$ cat config.mk
export PLATFORM = sky130hd
export DESIGN_NAME = usb_chg_mode_seq
export DESIGN_NICKNAME = d
export VERILOG_FILES = /design/src/rtl/chg_seq_pkg.sv /design/src/rtl/chg_seq_datapath.sv /design/src/rtl/chg_seq_ctrl.sv /design/src/rtl/usb_chg_mode_seq.sv
export SDC_FILE = /design/constraint.sdc
export NUM_CORES = 1
export LEC_CHECK = 0
export CAP_MARGIN = 40
export CORE_MARGIN = 2
export CORE_UTILIZATION = 60
export CTS_CLUSTER_DIAMETER = 120
export DETAILED_ROUTE_END_ITERATION = 6
export HOLD_SLACK_MARGIN = 0.03
export PLACE_DENSITY = 0.83
export SLEW_MARGIN = 5
export SYNTH_ARGS = -nofsm -noshare
export SYNTH_HDL_FRONTEND = slang
export SYNTH_SLANG_ARGS = --single-unit
export TNS_END_PERCENT = 20
$ cat constraint.sdc
create_clock -name clk -period 4.37 [get_ports clk]
set_clock_uncertainty 0.15 [all_clocks]
set_input_delay 0.874 -clock clk [delete_from_list [all_inputs] [get_ports clk]]
set_output_delay 0.874 -clock clk [all_outputs]
set_load 0.01 [all_outputs]
$ cat src/rtl/chg_seq_pkg.sv
package chg_seq_pkg;

  localparam int ONEHOT_W = 5;

  typedef enum logic [2:0] {
    CM_OFF,
    CM_SDP,
    CM_CDP,
    CM_DCP_AUTO,
    CM_DCP_BC,
    CM_DCP_DIV
  } chgMode_e;

  // control -> datapath
  typedef struct packed {
    logic timerClr;
    logic timerInc;
  } seqStrobe_t;

  // datapath -> control
  typedef struct packed {
    logic       accStrobe;
    logic [2:0] accCode;
    logic       accEn;
    logic       timerDone;
  } dpStatus_t;

  function automatic chgMode_e decodeMode(input logic variantB, input logic [2:0] code);
    chgMode_e m;
    if (!variantB) begin
      // bit2..bit0 = selection bits, table with a forced-off code
      if (code == 3'b000)                 m = CM_OFF;
      else if (!code[2] && code[0])       m = CM_DCP_AUTO;
      else if (code[1] && !code[0])       m = CM_SDP;
      else if (code == 3'b100)            m = CM_DCP_BC;
      else if (code == 3'b101)            m = CM_DCP_DIV;
      else                                m = CM_CDP;
    end else begin
      case (code[2:1])
        2'b00:   m = CM_DCP_AUTO;
        2'b01:   m = CM_DCP_BC;
        2'b10:   m = CM_DCP_DIV;
        default: m = code[0] ? CM_CDP : CM_SDP;
      endcase
    end
    return m;
  endfunction

  function automatic logic [ONEHOT_W-1:0] toOneHot(input chgMode_e m);
    logic [ONEHOT_W-1:0] v;
    case (m)
      CM_SDP:      v = 5'b00001;
      CM_CDP:      v = 5'b00010;
      CM_DCP_AUTO: v = 5'b00100;
      CM_DCP_BC:   v = 5'b01000;
      CM_DCP_DIV:  v = 5'b10000;
      default:     v = 5'b00000;
    endcase
    return v;
  endfunction

  function automatic logic isHostMode(input chgMode_e m);
    return (m == CM_SDP) || (m == CM_CDP);
  endfunction

endpackage

$ cat src/rtl/chg_seq_datapath.sv
module chg_seq_datapath
  import chg_seq_pkg::*;
#(
  parameter int SYNC_STAGES   = 2,
  parameter int STABLE_CYCLES = 4,
  parameter int REAPPLY_TICKS = 300
) (
  input  logic       clk,
  input  logic       rstN,
  input  logic [2:0] modeCode,
  input  logic       enableIn,
  input  seqStrobe_t stb,
  output dpStatus_t  st
);

  localparam int IN_W  = 4;
  localparam int CNT_W = $clog2(STABLE_CYCLES + 1);
  localparam int TMR_W = $clog2(REAPPLY_TICKS + 1);

  logic [IN_W-1:0] rawIn;
  assign rawIn = {modeCode, enableIn};

  // synchronizer chain
  logic [SYNC_STAGES-1:0][IN_W-1:0] syncPipe;
  logic [IN_W-1:0] syncOut;

  always_ff @(posedge clk or negedge rstN) begin
    if (!rstN) begin
      syncPipe <= '0;
    end else begin
      syncPipe[0] <= rawIn;
      for (int i = 1; i < SYNC_STAGES; i++) syncPipe[i] <= syncPipe[i-1];
    end
  end
  assign syncOut = syncPipe[SYNC_STAGES-1];

  // stability filter
  logic [IN_W-1:0]  candVal;
  logic [CNT_W-1:0] stableCnt;

  always_ff @(posedge clk or negedge rstN) begin
    if (!rstN) begin
      candVal   <= '0;
      stableCnt <= '0;
    end else if (syncOut != candVal) begin
      candVal   <= syncOut;
      stableCnt <= CNT_W'(1);
    end else if (stableCnt < CNT_W'(STABLE_CYCLES)) begin
      stableCnt <= stableCnt + CNT_W'(1);
    end
  end

  // acceptance register
  logic [IN_W-1:0] accVal;
  logic            accValid;
  logic            acceptStrobe;

  always_ff @(posedge clk or negedge rstN) begin
    if (!rstN) begin
      accVal       <= '0;
      accValid     <= 1'b0;
      acceptStrobe <= 1'b0;
    end else begin
      acceptStrobe <= 1'b0;
      if (stableCnt == CNT_W'(STABLE_CYCLES) && (!accValid || candVal != accVal)) begin
        accVal       <= candVal;
        accValid     <= 1'b1;
        acceptStrobe <= 1'b1;
      end
    end
  end

  // an accepted value was already present at the synchronizer output earlier
  assert_accept_steady_R2: assert property (@(posedge clk) disable iff (!rstN)
    acceptStrobe |-> ($past(syncOut, 2) == accVal && $past(syncOut, 3) == accVal));

  // reapply tick counter
  logic [TMR_W-1:0] tmrCnt;
  logic             tmrDone;
  assign tmrDone = (tmrCnt == TMR_W'(REAPPLY_TICKS));

  always_ff @(posedge clk or negedge rstN) begin
    if (!rstN)                       tmrCnt <= '0;
    else if (stb.timerClr)           tmrCnt <= '0;
    else if (stb.timerInc && !tmrDone) tmrCnt <= tmrCnt + TMR_W'(1);
  end

  // counter stays inside its window
  assert_timer_bound_R9: assert property (@(posedge clk) disable iff (!rstN)
    tmrCnt <= TMR_W'(REAPPLY_TICKS));

  assign st.accStrobe = acceptStrobe;
  assign st.accCode   = accVal[3:1];
  assign st.accEn     = accVal[0];
  assign st.timerDone = tmrDone;

endmodule

$ cat src/rtl/chg_seq_ctrl.sv
module chg_seq_ctrl
  import chg_seq_pkg::*;
#(
  parameter bit VARIANT_B = 1'b0
) (
  input  logic                clk,
  input  logic                rstN,
  input  dpStatus_t           st,
  input  logic                vbusLow,
  input  logic                msTick,
  output seqStrobe_t          stb,
  output logic                pwrOn,
  output logic                dischargeOn,
  output logic                dataSwOn,
  output logic [ONEHOT_W-1:0] modeOneHot
);

  typedef enum logic [1:0] {S_IDLE, S_RUN, S_DRAIN, S_HOLD} seqState_e;

  seqState_e state, stateNext;
  chgMode_e  curMode, newMode;
  logic      curEn;

  assign newMode = decodeMode(VARIANT_B, st.accCode);

  always_ff @(posedge clk or negedge rstN) begin
    if (!rstN) begin
      curMode <= CM_OFF;
      curEn   <= 1'b0;
    end else if (st.accStrobe) begin
      curMode <= newMode;
      curEn   <= st.accEn;
    end
  end

  logic hostChange;
  assign hostChange = st.accStrobe && (newMode != curMode) &&
                      (isHostMode(newMode) || isHostMode(curMode));

  always_comb begin
    stateNext = state;
    case (state)
      S_IDLE:  if (st.accStrobe) stateNext = S_RUN;
      S_RUN:   if (hostChange) stateNext = S_DRAIN;
      S_DRAIN: if (hostChange) stateNext = S_DRAIN;
               else if (vbusLow) stateNext = S_HOLD;
      S_HOLD:  if (hostChange) stateNext = S_DRAIN;
               else if (st.timerDone) stateNext = S_RUN;
      default: stateNext = S_IDLE;
    endcase
  end

  always_ff @(posedge clk or negedge rstN) begin
    if (!rstN) state <= S_IDLE;
    else       state <= stateNext;
  end

  assign stb.timerClr = (stateNext == S_DRAIN) || (state == S_DRAIN);
  assign stb.timerInc = (state == S_HOLD) && msTick;

  logic started, seqActive, staticPwr, staticDis;
  assign started   = (state != S_IDLE);
  assign seqActive = (state == S_DRAIN) || (state == S_HOLD);
  assign staticPwr = curEn && !(!VARIANT_B && curMode == CM_OFF);
  assign staticDis = VARIANT_B ? !curEn : (curMode == CM_OFF);

  assign pwrOn       = started && staticPwr && !seqActive;
  assign dischargeOn = started && (staticDis || seqActive);
  assign dataSwOn    = started && curEn && isHostMode(curMode);
  assign modeOneHot  = toOneHot(curMode);

  assert_pwr_dis_exclusive_R12: assert property (@(posedge clk) disable iff (!rstN)
    !(pwrOn && dischargeOn));

  assert_data_host_only_R7: assert property (@(posedge clk) disable iff (!rstN)
    dataSwOn |-> (modeOneHot[0] || modeOneHot[1]));

  assert_mode_onehot_R3: assert property (@(posedge clk) disable iff (!rstN)
    $onehot0(modeOneHot));

  assert_drain_keeps_off_R9: assert property (@(posedge clk) disable iff (!rstN)
    (state == S_DRAIN && !vbusLow) |=> !pwrOn);

  assert_first_entry_direct_R8: assert property (@(posedge clk) disable iff (!rstN)
    (state == S_IDLE && st.accStrobe) |=> (state == S_RUN));

endmodule

$ cat src/rtl/usb_chg_mode_seq.sv
module usb_chg_mode_seq
  import chg_seq_pkg::*;
#(
  parameter bit VARIANT_B     = 1'b0,
  parameter int SYNC_STAGES   = 2,
  parameter int STABLE_CYCLES = 4,
  parameter int REAPPLY_TICKS = 300
) (
  input  logic       clk,
  input  logic       rstN,
  input  logic [2:0] modeCode,
  input  logic       enableIn,
  input  logic       vbusLow,
  input  logic       msTick,
  output logic       pwrOn,
  output logic       dischargeOn,
  output logic       dataSwOn,
  output logic [4:0] modeOneHot
);

  seqStrobe_t stb;
  dpStatus_t  st;

  chg_seq_datapath #(
    .SYNC_STAGES  (SYNC_STAGES),
    .STABLE_CYCLES(STABLE_CYCLES),
    .REAPPLY_TICKS(REAPPLY_TICKS)
  ) u_dp (
    .clk     (clk),
    .rstN    (rstN),
    .modeCode(modeCode),
    .enableIn(enableIn),
    .stb     (stb),
    .st      (st)
  );

  chg_seq_ctrl #(
    .VARIANT_B(VARIANT_B)
  ) u_ctrl (
    .clk        (clk),
    .rstN       (rstN),
    .st         (st),
    .vbusLow    (vbusLow),
    .msTick     (msTick),
    .stb        (stb),
    .pwrOn      (pwrOn),
    .dischargeOn(dischargeOn),
    .dataSwOn   (dataSwOn),
    .modeOneHot (modeOneHot)
  );

endmodule

=== Word level (Yosys, flattened, before mapping) ===
Index checks and enable logic that the tools add are counted.

* $add $sub $neg: 2
* $lt $le $gt $ge: 1
* Eq/ne operators: 18
* Multiplexer cells: 18
* Reduce and logical (&&, ||, !) cells: 32

{| class="wikitable"
|+ Operators with widths
! cell !! count
|-
| $pmux 5 s5 || 1
|-
| $mux 3 || 7
|-
| $mux 9 || 2
|-
| $eq 3x3->1 const B || 5
|-
| $logic_and 1x1->1 || 13
|-
| $mux 2 || 6
|-
| $add 9x1->9 const B || 1
|-
| $eq 3x2->1 const B || 3
|-
| $eq 9x9->1 const B || 1
|-
| $ne 4x4->1 || 2
|-
| $pmux 2 s4 || 1
|-
| $logic_or 1x1->1 || 7
|-
| $eq 2x2->1 const B || 3
|-
| $eq 3x1->1 const B || 2
|-
| $logic_not 1->1 || 6
|-
| $logic_not 3->1 || 2
|-
| $reduce_bool 2->1 || 3
|-
| $add 3x1->3 const B || 1
|-
| $lt 3x3->1 const B || 1
|-
| $ne 3x3->1 || 1
|-
| $eq 2x1->1 const B || 1
|-
| $logic_not 2->1 || 1
|-
| $mux 1 || 1
|}

* Flip-flop bits (word level): 36
* Output and inout bits: 8
* Logic and storage cells: 82

=== Logic depth before layout (Yosys ltp) ===
Gate-level depths: netlist (run 1).

* Depth after elaboration: 15
* Gate-level depth with buffers: 7

=== Cells and area by module ===
Synthesis (run 1) repeated with hierarchy kept, for this count alone.

* Cells, all modules: 163
* Area, all modules: 1746.7 sq um

{| class="wikitable"
|+ By module, submodules not included
! module !! instances !! cells an instance !! area each (sq um) !! seq. area each (sq um)
|-
| chg_seq_datapath || 1 || 110 || 1315.0 || 750.7
|-
| chg_seq_ctrl || 1 || 53 || 431.7 || 150.1
|}

=== Worst setup path after synthesis (run 1) ===
OpenSTA, ideal clock, no wires.

* Kind: register -> output
* Start: reg u_ctrl.curMode[2]
* End: out dataSwOn
* Arrival time: 1083 ps
* Data required time: 3346 ps
* Path slack: 2263 ps
* Stages on the path, launching flop included: 3
* Path buffers: 1
* Cell sequence: dfrtp_1 -> clkbuf_1 -> nor4b_1

* Cells in the longest elaborated chain, start to end: 3
* Elaborated cells on any way between the ends: 4

{| class="wikitable"
|+ Ends and longest elaborated chain
! what !! line !! RTL
|-
| from (decl) || chg_seq_ctrl.sv:21 || <nowiki>chgMode_e curMode, newMode;</nowiki>
|-
| from (signal assigned) || chg_seq_ctrl.sv:31 || <nowiki>curMode <= newMode;</nowiki>
|-
| $eq 3x1->1 / $eq 3x2->1 (equally long branches) || chg_seq_pkg.sv:63 || <nowiki>return (m == CM_SDP) || (m == CM_CDP);</nowiki>
|-
| $logic_or 1x1->1 * || chg_seq_pkg.sv:63 ||
|-
| $logic_and 1x1->1 * || chg_seq_ctrl.sv:69 || <nowiki>assign dataSwOn = started && curEn && isHostMode(curMode);</nowiki>
|-
| to (decl) || usb_chg_mode_seq.sv:17 || <nowiki>output logic dataSwOn,</nowiki>
|}

Every way passes the cells marked *; elsewhere a longest branch is shown, timed or not.

=== Worst setup path in the final report (run 1) ===
* Start: reg u_ctrl.curMode[0]
* End: out dischargeOn

* Cells in the longest elaborated chain, start to end: 3

{| class="wikitable"
|+ Ends and longest elaborated chain
! what !! line !! RTL
|-
| $logic_not 3->1 || chg_seq_ctrl.sv:65 || <nowiki>assign staticDis = VARIANT_B ? !curEn : (curMode == CM_OFF);</nowiki>
|-
| $logic_or 1x1->1 || chg_seq_ctrl.sv:68 || <nowiki>assign dischargeOn = started && (staticDis || seqActive);</nowiki>
|-
| $logic_and 1x1->1 || chg_seq_ctrl.sv:68 ||
|-
| to (decl) || usb_chg_mode_seq.sv:16 || <nowiki>output logic dischargeOn,</nowiki>
|}

No other way between the ends.

==> out/results.ini, run 1 <==
[layout]
post-route-util_pct = 70.0
fin_nets = 184
syn_to_final_growth_pct = 10.4
fillers = 212
multiInputGateArea_um2 = 746
seq_area_um2 = 901
drive_above_1_share_pct = 12.2
diodes = 0

[yosys]
synth_edf_count = 0
synth_top_area_share_pct = 51.5
synthArstFlopShare_pct = 100
synth_sequential_area_ratio_pct = 51.5
yosys.area.top_type = dfrtp_1
synth_cell_type_count = 42
synthTopCellsByArea = dfrtp_1, xnor2_1, mux2_2, nor2_1, xor2_1
synth_area_per_cell_um2 = 10.9
postSynthCellCount = 160
yosysWarnings = 0
syn_nets = 172
ys_ff_latch = 36
synth_ff_type = dfrtp_1
synth_area_um2 = 1750

[worst_setup_path]
worst_setup_path_start_kind = flip-flop
cp.required_ns = 3.35
cp_slowest_stage_delay_ns = 0.57
crit_arrival_ns = 1.90
critical_path.slowest_cell = clkdlybuf4s50_1
crit_chain = nor3_1, a21o_1, clkdlybuf4s50_1
path_delay_family = buffers and inverters
critPathBufInv = 1
crit_type = reg -> out
end_kind = output port
worst-path-max-fanout = 10

[clock_network]
cts.sinks = 36
htreeDepth = 2
ctsHoldBuffers = 0
cts_resized = 0
clock_latency_ns = 0.32
cts_buffers = 5
cts_buffer_depth = 2
clock-root-buffer = clkbuf_4
clk_pin_slew_worst_paths_ns = 0.10
cts_tree = yes
postCtsSetupBuffers = 0

[floorplan]
die_area_um2 = 3360
start_util_pct = 63.4
ios = 16
die_w_um = 58.0
core_area_um2 = 2760
fp.dieH_um = 58.0
num_rows = 19

[timing]
rsz0062_at_grt = false
slew_headroom_pct = 69.7
finalHoldViolCount = 0
setup_tns_ns = 0
setup_violations = 0
fin_crit_ns = 2.93
fmax_ghz = 0.342
period_share_pct = 66.9
slew_violations = 0
worst_pin_slew_ns = 0.449

[global_route]
antenna_found_initial = 0
grt_max_degree = 37
grt_pass1_wl_um = 5220
grt_pass1_vias = 1207
track_usage_pct = 20.6
gr-total-overflow = 0

[power_and_ir_drop]
total_power_uw = 529
power_density_nw_per_um2 = 274
vdd.ir_drop.worst_mv = 0.297
p_leak_nw = 0.820
p_sw_share_pct = 22.0
pwr-share-clk_pct = 29.9
power_frac_seq_pct = 65.4
p_switching_uw = 116
intPower_uw = 413
power_frac_comb_pct = 4.6

[run_status]
status = complete, no violations

[route]
routed_via_density = 5.68
ant_nets = 0
drt_wl_total_um = 2830
drcViolationCount = 0
drt-pass1-iter-count = 4
drt-initial-drc-count = 37
routedWlPerCell_um = 13.9
via_count = 1154

[place]
io_buffers = 15
post-dp-hpwl_um = 2080
gp_congestion = 0.881

[flow_run]
cap_violations = 0

[hold_path]
hp-class = reg -> reg

-- area by class of cell --
class	instances	share of cell area (%)
tap	31	2.01
clock inverter	1	0.259
sequential	36	46.7
inverter	11	2.14
multi-input combinational	102	38.6
timing repair buffer	16	8.17
clock buffer	6	2.14
-- cell usage in the layout (no fill, tap or decap), drive strengths merged, types with 2 or more instances in the layout --
cell	Yosys	final
nor2	17	17
a21oi	3	3
o21ai	2	2
ha	4	4
inv	11	11
o211ai	2	2
and3	2	2
nand4	3	3
dfrtp	36	36
nor3	8	8
clkbuf	7	6
xor2	6	6
clkdlybuf4s50	0	15
nand3	4	4
or3	2	2
mux2	7	7
nand2	7	7
xnor2	13	13
nand2b	4	4
-- synth_stat cells, drive strengths merged, types with 2 or more instances --
library cell,instances
a21oi,3
and3,2
or3,2
nor2,17
dfrtp,36
inv,11
xnor2,13
clkbuf,7
xor2,6
nand2,7
nand4,3
o21ai,2
o211ai,2
nand3,4
nand2b,4
mux2,7
buf,4
ha,4
nor3,8
-- power by group through the flow --
stage                     Clock [mW]  Combinational, mW  Sequential, mW
after floorplan                    0             0.0121           0.351
after global placement             0             0.0243           0.352
after detailed placement           0             0.0255           0.353
after CTS                      0.166             0.0255           0.346
after global routing           0.184             0.0280           0.347
final                          0.158             0.0245           0.346
-- worst reg2reg max path, delay by kind of cell, from the launching register on --
family	cells	cell delay [ns]
and+or+nand+nor	3	0.66
AOI/OAI and AO/OA	1	0.31
muxes	1	0.33
DFF	1	0.49
-- metal layers --
| layer | vias up | track usage [%] | share of wire (%) |
|---|---|---|---|
| met1 | 563 | 26.9 | 45 |
| met3 | 6 | 5.13 | 4.5 |
| met4 | 0 | 9.63 | 2.1 |
| met5 | - | 0 | 0 |
| met2 | 26 | 32.5 | 48 |
| li1 | 559 | - | - |
-- registers in the layout, indices dropped and copies added, names as in the netlist --
| name | cells |
|---|---|
| u_dp.tmrCnt | 9 |
| u_dp.accVal | 4 |
| u_dp.candVal | 4 |
| u_dp.syncOut | 4 |
| u_dp.syncPipe | 4 |
| u_ctrl.curMode | 3 |
| u_dp.stableCnt | 3 |
| u_ctrl.state | 2 |
| u_ctrl.curEn | 1 |
| u_dp.accValid | 1 |
| u_dp.acceptStrobe | 1 |
-- cells by family after synthesis --
| group | Yosys count | synth area share [%] |
|---|---|---|
| fa+ha+maj | 4 | 2.86 |
| buf+inv | 22 | 5.87 |
| flops | 36 | 51.5 |
| mux | 8 | 5.29 |
| simple gates | 55 | 17.4 |
| compound gates | 16 | 7.58 |
| xor+xnor | 19 | 9.51 |
-- through the flow --
stage          area [um^2]  hold slack [ns]  cells  setup slack (ns)
3_5_place_dp          1880            0.186    196              1.82
3_3_place_gp          1880            0.183    196              1.89
4_1_cts               1930            0.208    203              1.45
6_report              1930            0.206    203              1.44
5_1_grt               1930            0.214    203              1.30
2_1_floorplan         1750            0.181    160              2.26
-- path summary, 6_finish.rpt --
check / start / to / slack [ns] / cells after the start
max in group asynchronous: rstN / u_dp.syncOut[1] / 2.96 / 2
worst min register to register: u_dp.syncPipe[2] / u_dp.syncOut[2] / 0.21 / 0
worst max-delay path: u_ctrl.curMode[0] / dischargeOn / 1.44 / 3
worst max register to register: u_dp.accVal[3] / u_dp.tmrCnt[5] / 2.37 / 5
min in group asynchronous: rstN / u_dp.tmrCnt[8] / 0.80 / 2
worst min-delay path: u_dp.syncPipe[2] / u_dp.syncOut[2] / 0.21 / 0
No activity file was read; power rests on OpenSTA's default activity.
==> run 2, diff against run 1 <==
--- a/config.mk
+++ b/config.mk
@@ -7,11 +7,11 @@
 export LEC_CHECK = 0
 export CAP_MARGIN = 40
 export CORE_MARGIN = 2
-export CORE_UTILIZATION = 60
+export CORE_UTILIZATION = 56
 export CTS_CLUSTER_DIAMETER = 120
 export DETAILED_ROUTE_END_ITERATION = 6
 export HOLD_SLACK_MARGIN = 0.03
-export PLACE_DENSITY = 0.83
+export PLACE_DENSITY = 0.78
 export SLEW_MARGIN = 5
 export SYNTH_ARGS = -nofsm -noshare
 export SYNTH_HDL_FRONTEND = slang
==> constraint.sdc (replaced) <==
create_clock -name clk -period 2.75 [get_ports clk]
set_clock_uncertainty 0.15 [all_clocks]
set_input_delay 0.55 -clock clk [delete_from_list [all_inputs] [get_ports clk]]
set_output_delay 0.55 -clock clk [all_outputs]
set_load 0.01 [all_outputs]
==> out/results.ini, run 2 (synthesis results as in run 1) <==
[run_status]
status = complete, no violations

[layout]
fin_nets = 184
drive_above_1_share_pct = 13.3
multiInputGateArea_um2 = 746
largest_register = u_dp.tmrCnt
final_cell_mix = dfrtp_1, nor2_1, clkdlybuf4s50_1, xnor2_1, inv_1
instances_no_fill = 206
largest_reg_flops = 9
post-route-util_pct = 64.7
seq_area_um2 = 901
syn_to_final_growth_pct = 11.1
final_area_um2 = 1940
mostFrequentLayoutCell = dfrtp_1
fillers = 241
diodes = 0

[floorplan]
ios = 16
die_area_um2 = 3590
core_area_um2 = 3000
num_rows = 20
start_util_pct = 58.3
die_w_um = 59.9
fp.dieH_um = 59.9

[power_and_ir_drop]
total_power_uw = 859
vdd.ir_drop.worst_mv = 0.332
p_leak_nw = 0.827
power_density_nw_per_um2 = 442

[timing]
period_share_pct = 93.7
timing.hold.ws_ns = 0.207
slew_headroom_pct = 68.3
slew_violations = 0
fmax_ghz = 0.388
rsz0062_at_grt = false
finalWorstSetupSlack_ns = 0.174
setup_violations = 0
finalHoldViolCount = 0
fin_crit_ns = 2.58
worst_pin_slew_ns = 0.469
setup_tns_ns = 0

[place]
postPlaceCellArea_um2 = 1890
io_buffers = 15
dp_worst_setup_slack_ns = 0.568
post-dp-hpwl_um = 1940
post-place-cells = 198
gp_congestion = 0.812

[route]
via_count = 1142
routedWlPerCell_um = 13.0
ant_nets = 0
drt-pass1-iter-count = 4
drcViolationCount = 0
routed_via_density = 5.54
drt_wl_total_um = 2680
drt-initial-drc-count = 87

[global_route]
antenna_found_initial = 0
gr-total-overflow = 0
track_usage_pct = 18.2
grt_max_degree = 37
grt_pass1_wl_um = 4720
grt_pass1_vias = 1055

[clock_network]
htreeDepth = 2
cts_buffer_depth = 2
cts_buffers = 5
clk_pin_slew_worst_paths_ns = 0.10
cts_resized = 0
ctsHoldBuffers = 0
clock-root-buffer = clkbuf_4
cts_tree = yes
cts.sinks = 36
clock_latency_ns = 0.34
postCtsSetupBuffers = 0

[worst_setup_path]
worst-path-max-fanout = 10
critical_path.slowest_cell = clkdlybuf4s50_1
r2r_setup_slack_ns = 0.74
end_kind = output port
r2r_end = u_dp.tmrCnt[5]
worst_setup_path_start_kind = flip-flop
worstSetupStartpoint = u_ctrl.curMode[0]
crit_chain = xnor2_1, nor4b_1, clkdlybuf4s50_1
crit_arrival_ns = 1.88
endpoint = dataSwOn
crit_type = reg -> out
cp_slowest_stage_delay_ns = 0.59
reg2reg_from = u_dp.accVal[3]
cp.required_ns = 2.05
ff2ff_path_depth = 5

[hold_path]
min_path_cells = 0
hp-class = reg -> reg

[flow_run]
cap_violations = 0

run 2: layout make-up:
cell class,instances,area share (%)
clock buffers,5,1.93
clock inverters,3,0.966
inverters,11,2.12
multi-input cells,102,38.4
flip-flops and latches,36,46.4
well taps,33,2.12
repair buffers,16,8.11
run 2: report_power, final:
part	internal, mW	leakage (nW)	total, mW	switching (mW)
logic	0.0209	0.332	0.0387	0.0177
clock network	0.0979	0.0349	0.270	0.172
registers	0.541	0.460	0.550	0.00951
total	0.660	0.827	0.859	0.199
run 2: routing by layer:
| metal | wire length, um | vias up | GRT usage (%) |
|---|---|---|---|
| met5 | 0 | - | 0 |
| met4 | 67 | 0 | 10.2 |
| met3 | 120 | 6 | 5.84 |
| met2 | 1230 | 23 | 27.5 |
| met1 | 1260 | 547 | 22.9 |
| li1 | - | 566 | - |
run 2: critical path, delay by kind of cell, from the launching register on:
kind / cells / cell delay [ns]
buf+inv: 1 / 0.59
xor+xnor: 1 / 0.19
flops: 1 / 0.50
simple gates: 1 / 0.26
run 2: how the worst min path moves through the flow:
stage                           end             start  slack [ns]
floorplan              u_ctrl.curEn              rstN        0.10
global placement    u_dp.syncOut[3]  u_dp.syncPipe[3]        0.18
detailed placement  u_dp.syncOut[0]  u_dp.syncPipe[0]        0.18
CTS                 u_dp.syncOut[0]  u_dp.syncPipe[0]        0.21
global route        u_dp.syncOut[0]  u_dp.syncPipe[0]        0.23
finish              u_dp.syncOut[0]  u_dp.syncPipe[0]        0.21
==> run 3, diff against run 2 <==
--- a/config.mk
+++ b/config.mk
@@ -12,7 +12,7 @@
 export DETAILED_ROUTE_END_ITERATION = 6
 export HOLD_SLACK_MARGIN = 0.03
 export PLACE_DENSITY = 0.78
-export SLEW_MARGIN = 5
+export SLEW_MARGIN = 20
 export SYNTH_ARGS = -nofsm -noshare
 export SYNTH_HDL_FRONTEND = slang
 export SYNTH_SLANG_ARGS = --single-unit
==> results of run 3 <==
Final layout, timing and power as in run 2 (identical DEF).
